[src/rtl/blk_lock_pkg.sv]
package blk_lock_pkg;
  // One-hot status encoding, also used as the low bits of the status byte
  typedef enum logic [2:0] {
    ST_UNLOCKED = 3'b001,
    ST_LOCKED   = 3'b010,
    ST_TIGHT    = 3'b100
  } lk_state_e;

  typedef enum logic [2:0] {
    SQ_IDLE,
    SQ_UNL_START,
    SQ_UNL_MID,
    SQ_UNL_END,
    SQ_QRY_ADDR
  } seq_e;

  localparam logic [7:0] CMD_WIN_FIRST = 8'h23;
  localparam logic [7:0] CMD_WIN_LAST  = 8'h24;
  localparam logic [7:0] CMD_LOCK_ALL  = 8'h2A;
  localparam logic [7:0] CMD_HARDEN    = 8'h2C;
  localparam logic [7:0] CMD_QUERY     = 8'h7A;
endpackage

[src/rtl/blk_lock_seq.sv]
module blk_lock_seq
  import blk_lock_pkg::*;
#(
  parameter int BLK_W = 11
) (
  input  logic             clk,
  input  logic             rst_n,
  input  logic             cmd_wr,
  input  logic [7:0]       cmd_code,
  input  logic             addr_wr,
  input  logic [BLK_W-1:0] addr_blk,
  output logic             ev_window,
  output logic [BLK_W-1:0] win_lo,
  output logic [BLK_W-1:0] win_hi,
  output logic             ev_lock_all,
  output logic             ev_harden,
  output logic             ev_query,
  output logic [BLK_W-1:0] q_blk
);
  seq_e             seq_q, seq_d;
  logic [BLK_W-1:0] lo_q, lo_d;

  always_comb begin
    seq_d       = seq_q;
    lo_d        = lo_q;
    ev_window   = 1'b0;
    ev_lock_all = 1'b0;
    ev_harden   = 1'b0;
    ev_query    = 1'b0;
    if (cmd_wr) begin
      case (cmd_code)
        CMD_WIN_FIRST: seq_d = SQ_UNL_START;
        CMD_WIN_LAST:  seq_d = (seq_q == SQ_UNL_MID) ? SQ_UNL_END : SQ_IDLE;
        CMD_QUERY:     seq_d = SQ_QRY_ADDR;
        CMD_LOCK_ALL: begin
          ev_lock_all = 1'b1;
          seq_d       = SQ_IDLE;
        end
        CMD_HARDEN: begin
          ev_harden = 1'b1;
          seq_d     = SQ_IDLE;
        end
        default:       seq_d = SQ_IDLE;
      endcase
    end else if (addr_wr) begin
      case (seq_q)
        SQ_UNL_START: begin
          lo_d  = addr_blk;
          seq_d = SQ_UNL_MID;
        end
        SQ_UNL_END: begin
          ev_window = 1'b1;
          seq_d     = SQ_IDLE;
        end
        SQ_QRY_ADDR: begin
          ev_query = 1'b1;
          seq_d    = SQ_IDLE;
        end
        default: seq_d = seq_q;
      endcase
    end
  end

  always_ff @(posedge clk or negedge rst_n) begin
    if (!rst_n) begin
      seq_q <= SQ_IDLE;
      lo_q  <= '0;
    end else begin
      seq_q <= seq_d;
      lo_q  <= lo_d;
    end
  end

  assign win_lo = lo_q;
  assign win_hi = addr_blk;
  assign q_blk  = addr_blk;
endmodule

[src/rtl/blk_lock_wp_filt.sv]
module blk_lock_wp_filt #(
  parameter int LOW_CYC = 6
) (
  input  logic clk,
  input  logic rst_n,
  input  logic wp_n,
  output logic wp_hi,
  output logic wp_clr
);
  localparam int CNT_W = $clog2(LOW_CYC + 1);

  logic [1:0]       sync_q;
  logic [CNT_W-1:0] cnt_q, cnt_d;

  always_ff @(posedge clk or negedge rst_n) begin
    if (!rst_n) sync_q <= 2'b11;
    else        sync_q <= {sync_q[0], wp_n};
  end

  assign wp_hi = sync_q[1];

  always_comb begin
    cnt_d = cnt_q;
    if (wp_hi)                            cnt_d = '0;
    else if (cnt_q != CNT_W'(LOW_CYC))    cnt_d = cnt_q + 1'b1;
  end

  always_ff @(posedge clk or negedge rst_n) begin
    if (!rst_n) cnt_q <= '0;
    else        cnt_q <= cnt_d;
  end

  assign wp_clr = !wp_hi && (cnt_q == CNT_W'(LOW_CYC - 1));
endmodule

[src/rtl/blk_lock_regs.sv]
module blk_lock_regs #(
  parameter int BLK_W = 11
) (
  input  logic             clk,
  input  logic             rst_n,
  input  logic             ev_window,
  input  logic [BLK_W-1:0] win_lo,
  input  logic [BLK_W-1:0] win_hi,
  input  logic             ev_lock_all,
  input  logic             ev_harden,
  input  logic             wp_hi,
  input  logic             wp_clr,
  output logic             tight,
  output logic             rng_vld,
  output logic [BLK_W-1:0] rng_lo,
  output logic [BLK_W-1:0] rng_hi
);
  logic             tight_d, vld_d;
  logic [BLK_W-1:0] lo_d, hi_d;
  logic             upd_en;

  always_comb begin
    tight_d = tight;
    vld_d   = rng_vld;
    lo_d    = rng_lo;
    hi_d    = rng_hi;
    if (wp_clr) begin
      tight_d = 1'b0;
      vld_d   = 1'b0;
    end else if (!tight) begin
      if (ev_window) begin
        lo_d  = win_lo;
        hi_d  = win_hi;
        vld_d = (win_lo <= win_hi);
      end else if (ev_lock_all) begin
        vld_d = 1'b0;
      end else if (ev_harden && wp_hi) begin
        tight_d = 1'b1;
      end
    end
  end

  assign upd_en = wp_clr || ev_window || ev_lock_all || ev_harden;

  always_ff @(posedge clk or negedge rst_n) begin
    if (!rst_n) begin
      tight   <= 1'b0;
      rng_vld <= 1'b0;
      rng_lo  <= '0;
      rng_hi  <= '0;
    end else if (upd_en) begin
      tight   <= tight_d;
      rng_vld <= vld_d;
      rng_lo  <= lo_d;
      rng_hi  <= hi_d;
    end
  end
endmodule

[src/rtl/blk_lock_class.sv]
module blk_lock_class
  import blk_lock_pkg::*;
#(
  parameter int BLK_W = 11
) (
  input  logic             en,
  input  logic             tight,
  input  logic             rng_vld,
  input  logic [BLK_W-1:0] rng_lo,
  input  logic [BLK_W-1:0] rng_hi,
  input  logic [BLK_W-1:0] blk,
  output lk_state_e        state
);
  logic in_win;

  assign in_win = rng_vld && (blk >= rng_lo) && (blk <= rng_hi);

  always_comb begin
    if (!en || in_win) state = ST_UNLOCKED;
    else if (tight)    state = ST_TIGHT;
    else               state = ST_LOCKED;
  end
endmodule

[src/rtl/blk_lock_ctrl.sv]
module blk_lock_ctrl
  import blk_lock_pkg::*;
#(
  parameter int  NUM_BLOCKS = 2048,
  parameter int  DUMMY_CYC  = 8,
  parameter int  WP_LOW_CYC = 6,
  localparam int BLK_W      = $clog2(NUM_BLOCKS)
) (
  input  logic             clk,
  input  logic             rst_n,
  input  logic             lock_en,
  input  logic             wp_n,
  input  logic             cmd_wr,
  input  logic [7:0]       cmd_code,
  input  logic             addr_wr,
  input  logic [BLK_W-1:0] addr_blk,
  input  logic             pe_req,
  input  logic [BLK_W-1:0] pe_blk,
  output logic             pe_resp,
  output logic             pe_allow,
  output logic             dummy_busy,
  output logic             sts_valid,
  output logic [7:0]       sts_byte
);
  localparam int BUSY_W = $clog2(DUMMY_CYC + 1);
  localparam int N_LOOK = 2;

  logic [1:0] rst_pipe;
  logic       rst_sn;

  always_ff @(posedge clk or negedge rst_n) begin
    if (!rst_n) rst_pipe <= 2'b00;
    else        rst_pipe <= {rst_pipe[0], 1'b1};
  end
  assign rst_sn = rst_pipe[1];

  logic             ev_window, ev_lock_all, ev_harden, ev_query;
  logic [BLK_W-1:0] win_lo, win_hi, q_blk;
  logic             wp_hi, wp_clr;
  logic             tight, rng_vld;
  logic [BLK_W-1:0] rng_lo, rng_hi;

  blk_lock_seq #(.BLK_W(BLK_W)) u_seq (
    .clk(clk), .rst_n(rst_sn),
    .cmd_wr(cmd_wr), .cmd_code(cmd_code),
    .addr_wr(addr_wr), .addr_blk(addr_blk),
    .ev_window(ev_window), .win_lo(win_lo), .win_hi(win_hi),
    .ev_lock_all(ev_lock_all), .ev_harden(ev_harden),
    .ev_query(ev_query), .q_blk(q_blk)
  );

  blk_lock_wp_filt #(.LOW_CYC(WP_LOW_CYC)) u_wp (
    .clk(clk), .rst_n(rst_sn), .wp_n(wp_n),
    .wp_hi(wp_hi), .wp_clr(wp_clr)
  );

  blk_lock_regs #(.BLK_W(BLK_W)) u_regs (
    .clk(clk), .rst_n(rst_sn),
    .ev_window(ev_window), .win_lo(win_lo), .win_hi(win_hi),
    .ev_lock_all(ev_lock_all), .ev_harden(ev_harden),
    .wp_hi(wp_hi), .wp_clr(wp_clr),
    .tight(tight), .rng_vld(rng_vld), .rng_lo(rng_lo), .rng_hi(rng_hi)
  );

  // Lookup port 0 serves program/erase requests, port 1 serves status queries
  logic [BLK_W-1:0] look_blk [N_LOOK];
  lk_state_e        look_st  [N_LOOK];

  assign look_blk[0] = pe_blk;
  assign look_blk[1] = q_blk;

  for (genvar gi = 0; gi < N_LOOK; gi++) begin : g_look
    blk_lock_class #(.BLK_W(BLK_W)) u_cls (
      .en(lock_en), .tight(tight), .rng_vld(rng_vld),
      .rng_lo(rng_lo), .rng_hi(rng_hi),
      .blk(look_blk[gi]), .state(look_st[gi])
    );
  end

  // Program/erase response and dummy busy
  logic              pe_ok;
  logic              allow_q;
  logic              resp_q;
  logic [BUSY_W-1:0] busy_q, busy_d;

  assign pe_ok = (look_st[0] == ST_UNLOCKED);

  always_comb begin
    busy_d = busy_q;
    if (pe_req && !pe_ok) busy_d = BUSY_W'(DUMMY_CYC);
    else if (busy_q != '0) busy_d = busy_q - 1'b1;
  end

  always_ff @(posedge clk or negedge rst_sn) begin
    if (!rst_sn) begin
      resp_q  <= 1'b0;
      allow_q <= 1'b0;
      busy_q  <= '0;
    end else begin
      resp_q <= pe_req;
      busy_q <= busy_d;
      if (pe_req) allow_q <= pe_ok;
    end
  end

  assign pe_resp    = resp_q;
  assign pe_allow   = allow_q;
  assign dummy_busy = (busy_q != '0);

  // Status query result
  logic      sv_q;
  lk_state_e sst_q;

  always_ff @(posedge clk or negedge rst_sn) begin
    if (!rst_sn) begin
      sv_q  <= 1'b0;
      sst_q <= ST_LOCKED;
    end else begin
      sv_q <= ev_query;
      if (ev_query) sst_q <= look_st[1];
    end
  end

  assign sts_valid = sv_q;
  assign sts_byte  = {5'b00000, sst_q};
endmodule

[config.mk]
export PLATFORM = sky130hd
export DESIGN_NAME = blk_lock_ctrl
export DESIGN_NICKNAME = d
export VERILOG_FILES = /design/src/rtl/blk_lock_pkg.sv /design/src/rtl/blk_lock_seq.sv /design/src/rtl/blk_lock_wp_filt.sv /design/src/rtl/blk_lock_regs.sv /design/src/rtl/blk_lock_class.sv /design/src/rtl/blk_lock_ctrl.sv
export SDC_FILE = /design/constraint.sdc
export NUM_CORES = 1
export LEC_CHECK = 0
export ABC_AREA = 1
export BUFFER_PORTS_ARGS = -buffer_cell sky130_fd_sc_hd__buf_2
export CORE_MARGIN = 8
export CORE_UTILIZATION = 58
export CTS_CLUSTER_SIZE = 16
export DETAILED_ROUTE_END_ITERATION = 10
export PLACE_DENSITY = 0.87
export SYNTH_ARGS = -nofsm -noshare
export SYNTH_HDL_FRONTEND = slang
export SYNTH_SLANG_ARGS = --single-unit
[constraint.sdc]
create_clock -name clk -period 2.4 [get_ports clk]
set_clock_uncertainty 0.2 [all_clocks]
set_input_delay 0.12 -clock clk [delete_from_list [all_inputs] [get_ports clk]]
set_output_delay 0.12 -clock clk [all_outputs]
set_load 0.05 [all_outputs]
* Word-level counts from Yosys, hierarchy flattened *
Index checks and enable logic that the tools add are counted.

storage, ports and cells
  word-level logic and storage cells = 94
  flip-flop bits (word level) = 55

cells by class
  magnitude comparators = 5
  reductions and logical operators = 26
  equal/unequal tests = 13
  mux-type cells = 31
  bitwise operators = 3
  add/sub/neg operators = 2

operators by type and width
  operator                                                             number
  11-bit <= comparator                                                 3
  8-bit by 6-bit == test with 1-bit output (second input constant)     4
  11-bit greater-or-equal comparator                                   2
  3-bit two-way mux                                                    7
  1-bit two-way mux                                                    19
  3-bit one-hot mux with 3 select lines                                1
  8-bit by 7-bit == test with 1-bit output (second input constant)     1
  4-bit two-way mux                                                    2
  1-bit logical AND                                                    7
  3-bit by 1-bit == test with 1-bit output (second input constant)     2
  3-bit by 2-bit == test with 1-bit output (second input constant)     2
  3-bit == test (second input constant)                                2
  3-bit one-hot mux with 2 select lines                                1
  3-bit AND reduction                                                  2
  2-bit nonzero test                                                   3
  3-bit nonzero test                                                   2
  1-bit logical OR                                                     5
  4-bit AND reduction                                                  1
  4-bit nonzero test                                                   1
  4-bit by 1-bit subtractor with 4-bit output (second input constant)  1
  3-bit by 1-bit adder with 3-bit output (second input constant)       1
  1-bit zero test                                                      3
  3-bit != test (second input constant)                                1
  1-bit inverter                                                       3
  4 further kinds                                                      4

* Depth between registers and ports, before layout *
Gate-level depths: netlist of run 1.

  depth after elaboration = 9
  depth in mapped cells = 13
  gate-level depth less buffers = 13

* Modules after synthesis *
From an unflattened synthesis of run 1, not the netlist that was laid out.

unflattened totals
  cells, all modules = 589
  area total of the unflattened synthesis = 4311.6 um^2

by module, submodules not included
  module            instances  cells each  sequential area each (um^2)  area an instance (um^2)
  blk_lock_class    2          118         0.0                          678.2
  blk_lock_regs     1          153         600.6                        1283.7
  blk_lock_seq      1          119         350.3                        884.6
  blk_lock_ctrl     1          55          301.5                        543.0
  blk_lock_wp_filt  1          26          127.6                        244.0

* Least setup slack after synthesis of run 1 *
OpenSTA, ideal clock, no wires.

  path kind = reg-to-reg
  start = register busy_q[0]
  end = register busy_q[1]
  data required time = 2.116 ns
  path slack = 0.576 ns
  setup time = 0.084 ns
  period minus slack after synthesis = 1.824 ns
  buffers on the path = 0
  arrival time = 1.540 ns
  stages on the path, launching flop included = 6
  cell sequence = dfrtp_1 > inv_1 > ha_1 > nand3_1 > mux2i_1 > a21boi_0

on the way
  elaborated cells on any way between the ends = 5
  classes of those cells = add/sub: 1; mux: 2; reduce/logical: 2

RTL lines
  what                                 RTL line              RTL
  start: declaration                   blk_lock_ctrl.sv:84   logic [BUSY_W-1:0] busy_q, busy_d;
  start signal: assignment             blk_lock_ctrl.sv:101  busy_q <= busy_d;
  4-bit nonzero test                   n/a
  net dummy_busy                       blk_lock_ctrl.sv:21   output logic dummy_busy,
  2-bit nonzero test (no source line)  n/a

The timed path passes the listed nets, and every way through them passes these cells. The select of a mux whose other input is x is not followed.
A chain may end at the register's enable or synchronous reset.

* Final worst setup path of run 1 *
  start = input port cmd_code[7]
  end = register u_seq.seq_q[2]

on the way
  cells in the longest elaborated chain, start to end = 3
  elaborated cells on any way between the ends = 5
  classes of those cells = eq/ne: 3; mux: 2

ends and longest elaborated chain
  what                                                                                                  RTL line             RTL
  start: declaration                                                                                    blk_lock_ctrl.sv:14  input logic [7:0] cmd_code,
  8-bit by 7-bit == test with 1-bit output or 8-bit by 6-bit == test with 1-bit output (tied branches)  blk_lock_seq.sv:31   case (cmd_code)
  3-bit one-hot mux with 3 select lines *                                                               blk_lock_seq.sv:31
  3-bit two-way mux *                                                                                   blk_lock_seq.sv:30   if (cmd_wr) begin
  end signal: assignment                                                                                blk_lock_seq.sv:69   seq_q <= seq_d;
  end: declaration                                                                                      blk_lock_seq.sv:20   seq_e seq_q, seq_d;

Mark *: on every way between the ends. The rest lies on a longest branch, timed or not.

==> impl_metrics.json, run 1 <==
{
  "cts-root-buf": "clkbuf_8",
  "dieWidth_um": 96.0,
  "fmax_mhz": 482,
  "cpMostUsedCell": "dlygate4sd3_1",
  "wl_um": 8090,
  "drive_above_1_share_pct": 12.4,
  "cp_data_arrival_time_ps": 2130,
  "final.period_utilization_pct": 86.5,
  "total_power_mw": 2.00,
  "clock-sinks": 55,
  "via_count": 3193,
  "grt_use_total_pct": 19.0,
  "slew_headroom_pct": 55.8,
  "die_y_um": 96.0,
  "finalSetupTns_ps": 0,
  "critPathTopFamily": "buffers and inverters",
  "hold_viol_final": 0,
  "slowest_delay_ps": 550,
  "syn-cell-area_mm2": 0.00372,
  "ys_seq_area_share_pct": 37.1,
  "diodes": 0,
  "worstSkewPairLatency_ps": 310,
  "port-buffer-count": 43,
  "dp_slack_ps": 540,
  "cts_buffer_depth": 2,
  "hold_class": "input port to flop",
  "first_iter_violations": 187,
  "worstMarginPinSlew_ps": 663,
  "synth-xor-area-share_pct": 0.943,
  "hold_depth": 4,
  "synth-seq-cells": 55,
  "synth_area_per_cell_um2": 8.08,
  "fin_nets": 628,
  "setup_viol": 0,
  "end_kind": "flop",
  "fill_cells": 466,
  "min_to": "u_seq.seq_q[0]",
  "syn_to_final_growth_pct": 16.5,
  "clkTransAtPathRegs_ps": 90,
  "cap_viol_max_count": 0,
  "power-per-cell-area_mw_per_mm2": 462,
  "synthAdderAreaFrac_pct": 20.2,
  "r2r-start": "u_regs.rng_hi[10]",
  "synth_top_family_by_area": "adder cells",
  "synth.area.mux_share_pct": 0.269,
  "crit_buf_inv": 5,
  "antenna_left": 0,
  "multiInputGateArea_mm2": 0.00196,
  "cp.required_ps": 2450,
  "num_io_pins": 49,
  "crit_path_top_delay_cell": "dlygate4sd3_1",
  "grt_first_pass_wirelength_um": 14000,
  "finalMaxSlewViolations": 0,
  "antenna_found_initial": 0,
  "grt_pass1_vias": 3207,
  "synth.distinct_cells": 35,
  "cts-resized-gates": 0,
  "start_util_pct": 59.2,
  "status": "finished, final reports clean",
  "cts_made_buffers": 5,
  "post-route-min-period_ps": 2080,
  "die-area_mm2": 0.00922,
  "drt_first_pass_iters": 4,
  "synth-simple-area-share_pct": 20.0,
  "dpl.hpwl_um": 6370,
  "vias_per_cell": 5.24,
  "core_mm2": 0.00628,
  "timing.rr.end": "busy_q[1]",
  "cts_tree": "done",
  "min_from": "cmd_code[6]",
  "criticalPathCategory": "input port to flop",
  "worst_ir_drop_vdd_uv": 318,
  "route.detailed.drc": 0,
  "grt_overflow_total": 0,
  "regArea_mm2": 0.00138,
  "critical_path.cell_chain": "dlygate4sd3_1 -> buf_2 -> inv_1 -> nand4_1 -> dlygate4sd3_1 -> o21ai_0 -> dlygate4sd3_1",
  "reg2reg_slack_ps": 530,
  "gp_congestion": 0.820,
  "htree_levels": 2,
  "wl_per_cell_um": 13.3,
  "reg2regPathDepth": 10,
  "synthCells": 460,
  "rows": 29,
  "cp_max_fo": 2,
  "synth_compound_area_share_pct": 10.9,
  "crit_path_start_kind": "input port",
  "rsz0062_at_grt": "false",
  "grt_max_degree": 54,
  "setup_slack_ps": 324,
  "leakagePower_nw": 2.48,
  "synth_warnings": 0
}
sequential cells by signal, indices dropped and copies added (netlist names):
register	flops
u_wp.cnt_q	3
u_regs.rng_lo	11
u_regs.rng_hi	11
u_seq.win_lo	11
u_wp.sync_q	2
pe_resp	1
rst_pipe	2
u_regs.tight	1
u_regs.rng_vld	1
busy_q	4
sts_valid	1
u_seq.seq_q	3
pe_allow	1
sst_q	3
final cells by class:
| class | instances | share of cell area (%) |
|---|---|---|
| clock inverters | 1 | 0.173 |
| flip-flops and latches | 55 | 31.9 |
| multi-input cells | 319 | 45.4 |
| repair buffers | 71 | 11.2 |
| well taps | 77 | 2.23 |
| clock buffers | 7 | 2.23 |
| inverters | 79 | 6.85 |
worst max path at each step:
stage	start	end	slack (ps)	cells after the start
floorplan	rst_pipe[1]	busy_q[0]	560	0
global placement	u_regs.rng_hi[10]	busy_q[1]	590	10
detailed placement	u_regs.rng_hi[10]	busy_q[1]	540	10
CTS	cmd_code[7]	u_seq.seq_q[2]	330	7
global route	cmd_code[7]	u_seq.seq_q[2]	240	7
finish	cmd_code[7]	u_seq.seq_q[2]	320	7
layer usage:
| layer | up-vias | global-route usage, % | part of all wire (%) |
|---|---|---|---|
| met5 | - | 0 | 0 |
| met4 | 0 | 5.38 | 1.2 |
| met3 | 8 | 2.81 | 5.1 |
| met2 | 75 | 33.6 | 51 |
| met1 | 1496 | 23.3 | 43 |
| li1 | 1614 | - | - |
cell usage after synthesis (all sizes together):
library cell	count	area, µm²
a21boi	1	7.51
a21o	2	15.0
a21oi	21	105
and2	1	6.26
and3	2	12.5
buf	9	82.6
clkbuf	2	7.51
conb	2	7.51
dfrtp	52	1300
dfstp	3	78.8
ha	60	751
inv	79	297
mux2i	1	10.0
nand2	117	439
nand3	25	130
nand3b	1	7.51
nand4	3	18.8
nor2	20	90.1
nor3	4	31.3
o211ai	1	7.51
o21a	2	15.0
o21ai	43	223
o21bai	1	7.51
o22ai	1	6.26
o311ai	1	8.76
o41ai	1	8.76
or2	1	6.26
xnor2	1	8.76
xor2	3	26.3
worst reg2reg max path, stage by stage (launching register included):
cell and delay, ps:
dfrtp_1 340, inv_1 70, ha_1 290, nand2_1 70, nor2_1 160, and2_1 150
nand2_1 50, nand3_1 60, nand2_1 60, nand3_1 180, a21boi_0 120
cells in the final DEF, fill, tap and decap left out, types with 2 or more instances in the layout:
cell,instances
a21o_1,2
a21oi_1,21
and3_1,2
buf_2,43
buf_4,4
clkbuf_8,7
conb_1,6
dfrtp_1,51
dfstp_2,3
dlygate4sd3_1,24
ha_1,60
inv_1,79
nand2_1,117
nand3_1,24
nand4_1,3
nor2_1,18
nor2_4,2
nor3_1,3
o21a_1,2
o21ai_0,39
o21ai_1,2
o21ai_2,2
xor2_1,3
report_power, final:
part	switching, mW	total, mW	internal [mW]
sequential	0.0243	1.00	0.980
clock	0.301	0.564	0.263
combinational	0.264	0.432	0.168
through the flow:
stage               std cells  utilization, %  hold WS [ps]  area (µm²)
floorplan                 464               -          -376        3730
global placement          577            63.5          -294        3980
detailed placement        577            63.5          -292        3980
CTS                       609            68.9          37.8        4330
global route              609            68.9          95.4        4330
finish                    609            68.9          39.4        4330
logic make-up (layout without fill, tap and decap cells):
group,after synthesis,in the layout
simple gates,174,174
buf+inv,90,158
compound gates,74,74
fa+ha+maj,60,60
flops,55,55
xor+xnor,4,4
other cells,2,6
mux,1,1
timing repair:
action	CTS	global route
hold buffers	24	0
buffers inserted	0	0
endpoints found under the hold margin	35	0
No activity file was read; power rests on OpenSTA's default activity.
==> run 2: changes to the inputs <==
Settings changed: ABC_AREA 1 to default.
==> run 2 against run 1 <==
  * Flip-flop and latch count is the same
  * First-iteration DRC count decreased by 3.7%
  * Sequential power up 5%
  * Via count down 5.6%
  * Highest routed layer unchanged
  * Clock-buffer cell count down 1
  * Combinational power up 16%
==> impl_metrics.json, run 2 <==
{
  "switchingPower_mw": 0.663,
  "synth.area.top_cells": "dfrtp_1 (37%), ha_1 (21%), o21ai_0 (4.8%)",
  "core_mm2": 0.00592,
  "reg_top3": "u_regs.rng_hi x11, u_regs.rng_lo x11, u_seq.win_lo x11",
  "wl_met2_um": 4450,
  "reg2reg_slack_ps": 220,
  "synth.most_common_cell": "ha_1",
  "fin_nets": 537,
  "holdWs_ps": 27.0,
  "die_y_um": 94.4,
  "syn-cell-area_mm2": 0.00356,
  "dr.max_layer_used": "met4",
  "total_power_mw": 2.10,
  "critical_path.cell_chain": "dlygate4sd3_1 -> buf_2 -> inv_2 -> ha_1 -> nand2b_1 -> a211oi_2 -> nor3_1 -> o31ai_1 -> a31oi_1 -> mux2_2",
  "port-buffer-count": 43,
  "finalMaxSlewViolations": 0,
  "final_area_mm2": 0.00419,
  "vias_per_cell": 5.84,
  "dp_cells": 485,
  "via_count": 3013,
  "crit_path_top_delay_cell": "dlygate4sd3_1",
  "rows": 28,
  "dpl.hpwl_um": 6530,
  "final.period_utilization_pct": 94.3,
  "grt_max_degree": 36,
  "cts_made_buffers": 5,
  "hold_viol_final": 0,
  "first_iter_violations": 180,
  "ys_async_sr_fraction_pct": 100,
  "post-route-min-period_ps": 2260,
  "final_common_cell": "ha_1",
  "grt_pass1_vias": 3161,
  "drt_first_pass_iters": 5,
  "crit_end": "sst_q[0]",
  "synth_area_per_cell_um2": 9.61,
  "clkTransAtPathRegs_ps": 110,
  "grt_first_pass_wirelength_um": 14500,
  "setup_viol": 0,
  "status": "finished, final reports clean",
  "drive_above_1_share_pct": 17.0,
  "worstSetupStartpoint": "addr_blk[0]",
  "clock-sinks": 55,
  "wl_um": 8790,
  "reg2regPathDepth": 8,
  "start_util_pct": 60.2,
  "synth.largest_area_cell": "dfrtp_1",
  "r2r-start": "u_regs.rng_hi[1]",
  "hold_class": "input port to flop",
  "cap_viol_max_count": 0,
  "wl_met3_um": 406,
  "finalSetupTns_ps": 0,
  "dieWidth_um": 94.4,
  "end_kind": "flop",
  "wl_per_cell_um": 17.0,
  "worstSkewPairLatency_ps": 310,
  "p_comb_share_pct": 23.8,
  "htree_levels": 2,
  "yosys-top-cells-count": "ha_1 (60), dfrtp_1 (52), inv_1 (43)",
  "path_depth": 10,
  "ys_seq_area_share_pct": 38.7,
  "fmax_mhz": 442,
  "slowest_delay_ps": 530,
  "criticalPathCategory": "input port to flop",
  "seq_power_share_pct": 50.3,
  "met1_length_um": 3690,
  "cp_data_arrival_time_ps": 2270,
  "syn_to_final_growth_pct": 17.6,
  "p_sw_share_pct": 31.6,
  "post-cts-setup-buffers": 0,
  "synth_top_area_share_pct": 36.5,
  "cts_buffer_depth": 2,
  "power-per-cell-area_mw_per_mm2": 500,
  "setup_slack_ps": 138,
  "p_clk_share_pct": 25.9,
  "cts-root-buf": "clkbuf_8",
  "cp.required_ps": 2410,
  "antenna_found_initial": 0,
  "die-area_mm2": 0.00891,
  "dp_slack_ps": 225,
  "critPathTopFamily": "buffers and inverters",
  "worstMarginPinSlew_ps": 605,
  "synth.distinct_cells": 45,
  "intPower_mw": 1.43,
  "worst_ir_drop_vdd_uv": 350,
  "leakagePower_nw": 2.02,
  "diodes": 0,
  "cp_max_fo": 4,
  "timing.rr.end": "busy_q[1]",
  "slew_headroom_pct": 59.7,
  "placed_cell_area_mm2": 0.00384,
  "route.detailed.drc": 0,
  "crit_path_start_kind": "input port",
  "grt_overflow_total": 0,
  "yosys_most_used_dff": "dfrtp_1",
  "cts_tree": "done",
  "synth_edf_count": 0,
  "crit_buf_inv": 3,
  "num_io_pins": 49,
  "synth-seq-cells": 55,
  "synth_warnings": 0,
  "gp_congestion": 0.899,
  "stdcell_count": 516,
  "antenna_left": 0,
  "grt_use_total_pct": 20.3,
  "final_cell_mix": "ha_1 (60), dfrtp_1 (51), buf_2 (43)",
  "synthCells": 371,
  "post-route-util_pct": 70.8
}
## run 2: worst reg2reg max path, stage by stage (launching register included)
cell and delay, ps:
dfrtp_1 390, inv_1 90, ha_1 290, nor2b_1 130
o21ai_0 180, a21oi_1 110, nor4b_2 280, o22ai_2 160
a211oi_1 270
## run 2: logic make-up (layout without fill, tap and decap cells)
group | Yosys count | after routing | share of synthesized area [%]
flip-flops | 55 | 55 | 38.7
adder cells (fa/ha/maj) | 60 | 60 | 21.1
AO/OA/AOI/OAI | 81 | 81 | 13.8
AND/OR/NAND/NOR | 104 | 104 | 14.5
XOR/XNOR | 4 | 4 | 0.983
other | 2 | 6 | 0.211
multiplexers | 11 | 11 | 4.00
buffers and inverters | 54 | 120 | 6.77
## run 2: area by class of cell
type	count	area, µm²
Clock buffer	6	82.6
Clock inverter	2	16.3
Fill cell	408	1730
Inverter	43	161
Multi-Input combinational cell	266	1980
Sequential cell	55	1380
Tap cell	75	93.8
Timing Repair Buffer	69	480
## run 2: repair_timing
item                       4_1_cts  5_1_grt
setup endpoints to repair        0        4
hold endpoints to repair        30        0
hold buffers                    23        0
resized for setup                0        4
## run 2: how the worst min path moves through the flow
stage / to / cells after the start / start
final: u_regs.tight / 5 / cmd_code[0]
after global placement: rst_pipe[0] / 1 / rst_n
after CTS: u_regs.tight / 5 / cmd_code[0]
after global routing: u_regs.tight / 5 / cmd_code[0]
after floorplan: rst_pipe[0] / 0 / rst_n
after detailed placement: rst_pipe[0] / 1 / rst_n
## run 2: power groups by stage
stage                     Combinational [mW]  Clock [mW]  Sequential, mW
after global placement                 0.429           0            1.06
final                                  0.499       0.543            1.05
after global routing                   0.559       0.582            1.06
after CTS                              0.490       0.552            1.05
after floorplan                        0.301           0            1.07
after detailed placement               0.461           0            1.07
## run 2: per-layer routing
layer	up-vias	GRT usage, %
li1	1427	-
met5	-	0
met3	21	3.02
met4	0	10.0
met1	1472	23.8
met2	93	35.5
==> run 3: changes to the inputs <==
==> constraint.sdc (replaced) <==
create_clock -name clk -period 2.4 [get_ports clk]
set_clock_uncertainty 0.2 [all_clocks]
set_input_delay 0.24 -clock clk [delete_from_list [all_inputs] [get_ports clk]]
set_output_delay 0.24 -clock clk [all_outputs]
set_load 0.05 [all_outputs]
==> run 3 against run 2 <==
  * Flip-flop and latch count unchanged
  * Non-clock buffer count is 15 lower
  * Sequential power is essentially flat
  * Design area fell by 4.4%
  * Clock power down 8.3%
  * Hold slack worse by 14 ps
  * Via count fell by 3.8%
  * Clock-buffer cell count shrank 1
  * Critical path type is now flop to flop
==> impl_metrics.json, run 3 (synthesis gave the netlist of run 2 again) <==
{
  "status": "finished, final reports clean",
  "worst_ir_drop_vdd_uv": 346,
  "grt_first_pass_wirelength_um": 13600,
  "holdWs_ps": 13.2,
  "cts_made_buffers": 5,
  "clkTransAtPathRegs_ps": 100,
  "dp_cells": 486,
  "hold_depth": 3,
  "cp_data_arrival_time_ps": 2210,
  "fin_nets": 522,
  "start_util_pct": 60.2,
  "final.period_utilization_pct": 91.2,
  "first_iter_violations": 94,
  "r2r-start": "u_regs.rng_hi[1]",
  "setup_viol": 0,
  "cp.required_ps": 2420,
  "slew_headroom_pct": 59.8,
  "power-per-cell-area_mw_per_mm2": 503,
  "crit_path_start_kind": "flop",
  "min_to": "u_seq.seq_q[2]",
  "reg2reg_slack_ps": 210,
  "grt_use_total_pct": 18.9,
  "cp_max_fo": 5,
  "num_io_pins": 49,
  "via_count": 2897,
  "gp_congestion": 0.897,
  "leakagePower_nw": 1.95,
  "clock-sinks": 55,
  "syn_to_final_growth_pct": 12.4,
  "stdcell_count": 501,
  "drive_above_1_share_pct": 17.4,
  "rows": 28,
  "cts-root-buf": "clkbuf_8",
  "port-buffer-count": 43,
  "fmax_mhz": 457,
  "post-cts-setup-buffers": 0,
  "die_y_um": 94.4,
  "timing.rr.end": "busy_q[1]",
  "end_kind": "flop",
  "criticalPathCategory": "flop to flop",
  "final_cell_mix": "ha_1 (60), dfrtp_1 (51), inv_1 (43), buf_2 (43), nand2_1 (39)",
  "finalMaxSlewViolations": 0,
  "hold_class": "input port to flop",
  "grt_max_degree": 36,
  "worstSkewPairLatency_ps": 310,
  "dieWidth_um": 94.4,
  "min_from": "cmd_code[7]",
  "dpl.hpwl_um": 6540,
  "fill_cells": 468,
  "grt_pass1_vias": 3098,
  "total_power_mw": 2.01,
  "worstMarginPinSlew_ps": 603,
  "core_mm2": 0.00592,
  "reg_top3": "u_regs.rng_hi x11, u_regs.rng_lo x11, u_seq.win_lo x11",
  "cts_tree": "done",
  "cap_viol_max_count": 0,
  "wl_per_cell_um": 16.3,
  "antenna_found_initial": 0,
  "vias_per_cell": 5.78,
  "reg2regPathDepth": 8,
  "post-route-min-period_ps": 2190,
  "route.detailed.drc": 0,
  "drt_first_pass_iters": 4,
  "grt_overflow_total": 0,
  "rsz0062_at_grt": "false",
  "wl_um": 8140,
  "regArea_mm2": 0.00138,
  "antenna_left": 0,
  "cts_buffer_depth": 2,
  "die-area_mm2": 0.00891,
  "multiInputGateArea_mm2": 0.00197,
  "finalSetupTns_ps": 0,
  "diodes": 0,
  "hold_viol_final": 0,
  "htree_levels": 2,
  "post-route-util_pct": 67.7,
  "final_common_cell": "ha_1"
}
run 3: cell count changes in the layout (fill, tap and decap cells not counted), sizes merged:
cell,change
dlygate4sd3,-16
clkinvlp,-1
clkbuf,-1
buf,+1
clkinv,+2
run 3: power breakdown:
part           internal [mW]  switching (mW)  leakage (nW)
registers              0.991          0.0572         0.729
clock network          0.201           0.298        0.0477
logic                  0.188           0.280          1.17
total                   1.38           0.634          1.95
run 3: worst max-delay path by stage:
stage                           startpoint  slack (ps)  depth (start not counted)        end
after floorplan           u_regs.rng_hi[8]         380                          8  busy_q[3]
after global placement    u_regs.rng_hi[1]         290                          8  busy_q[3]
after detailed placement  u_regs.rng_hi[1]         200                          8  busy_q[3]
after CTS                 u_regs.rng_hi[1]         180                          8  busy_q[1]
after global routing      u_regs.rng_hi[1]          80                          8  busy_q[1]
final                     u_regs.rng_hi[1]         210                          8  busy_q[1]
run 3: worst max-delay path, stage by stage (launching register included):
cell      delay [ps]
dfrtp_1          380
inv_1             80
ha_1             240
nor2b_1          140
o21ai_0          220
a21oi_1          130
nor4b_2          290
o22ai_2          160
a211oi_1         260
run 3: stage by stage:
step,instance area (µm²),setup WS (ps)
floorplan,3580,383
global route,4010,78.5
detailed placement,3840,195
CTS,3990,176
global placement,3840,291
finish,4010,212
run 3: routing by layer:
layer | global-route usage, % | routed length [µm] | vias up
met5 | 0 | 0 | -
met4 | 9.78 | 300 | 0
met3 | 3.97 | 353 | 25
met2 | 33.9 | 4150 | 64
met1 | 20.6 | 3340 | 1409
li1 | - | - | 1399
run 3: timing repair:
item                                   4_1_cts  5_1_grt
resized for setup                            0        2
setup endpoints to repair                    0        2
hold buffers                                 7        0
endpoints found under the hold margin        7        0
run 3: layout make-up:
type,instances,share of cell area [%]
inverters,43,4.03
well taps,75,2.34
repair buffers,54,7.87
flip-flops and latches,55,34.5
clock inverters,3,0.375
clock buffers,5,1.72
multi-input cells,266,49.2
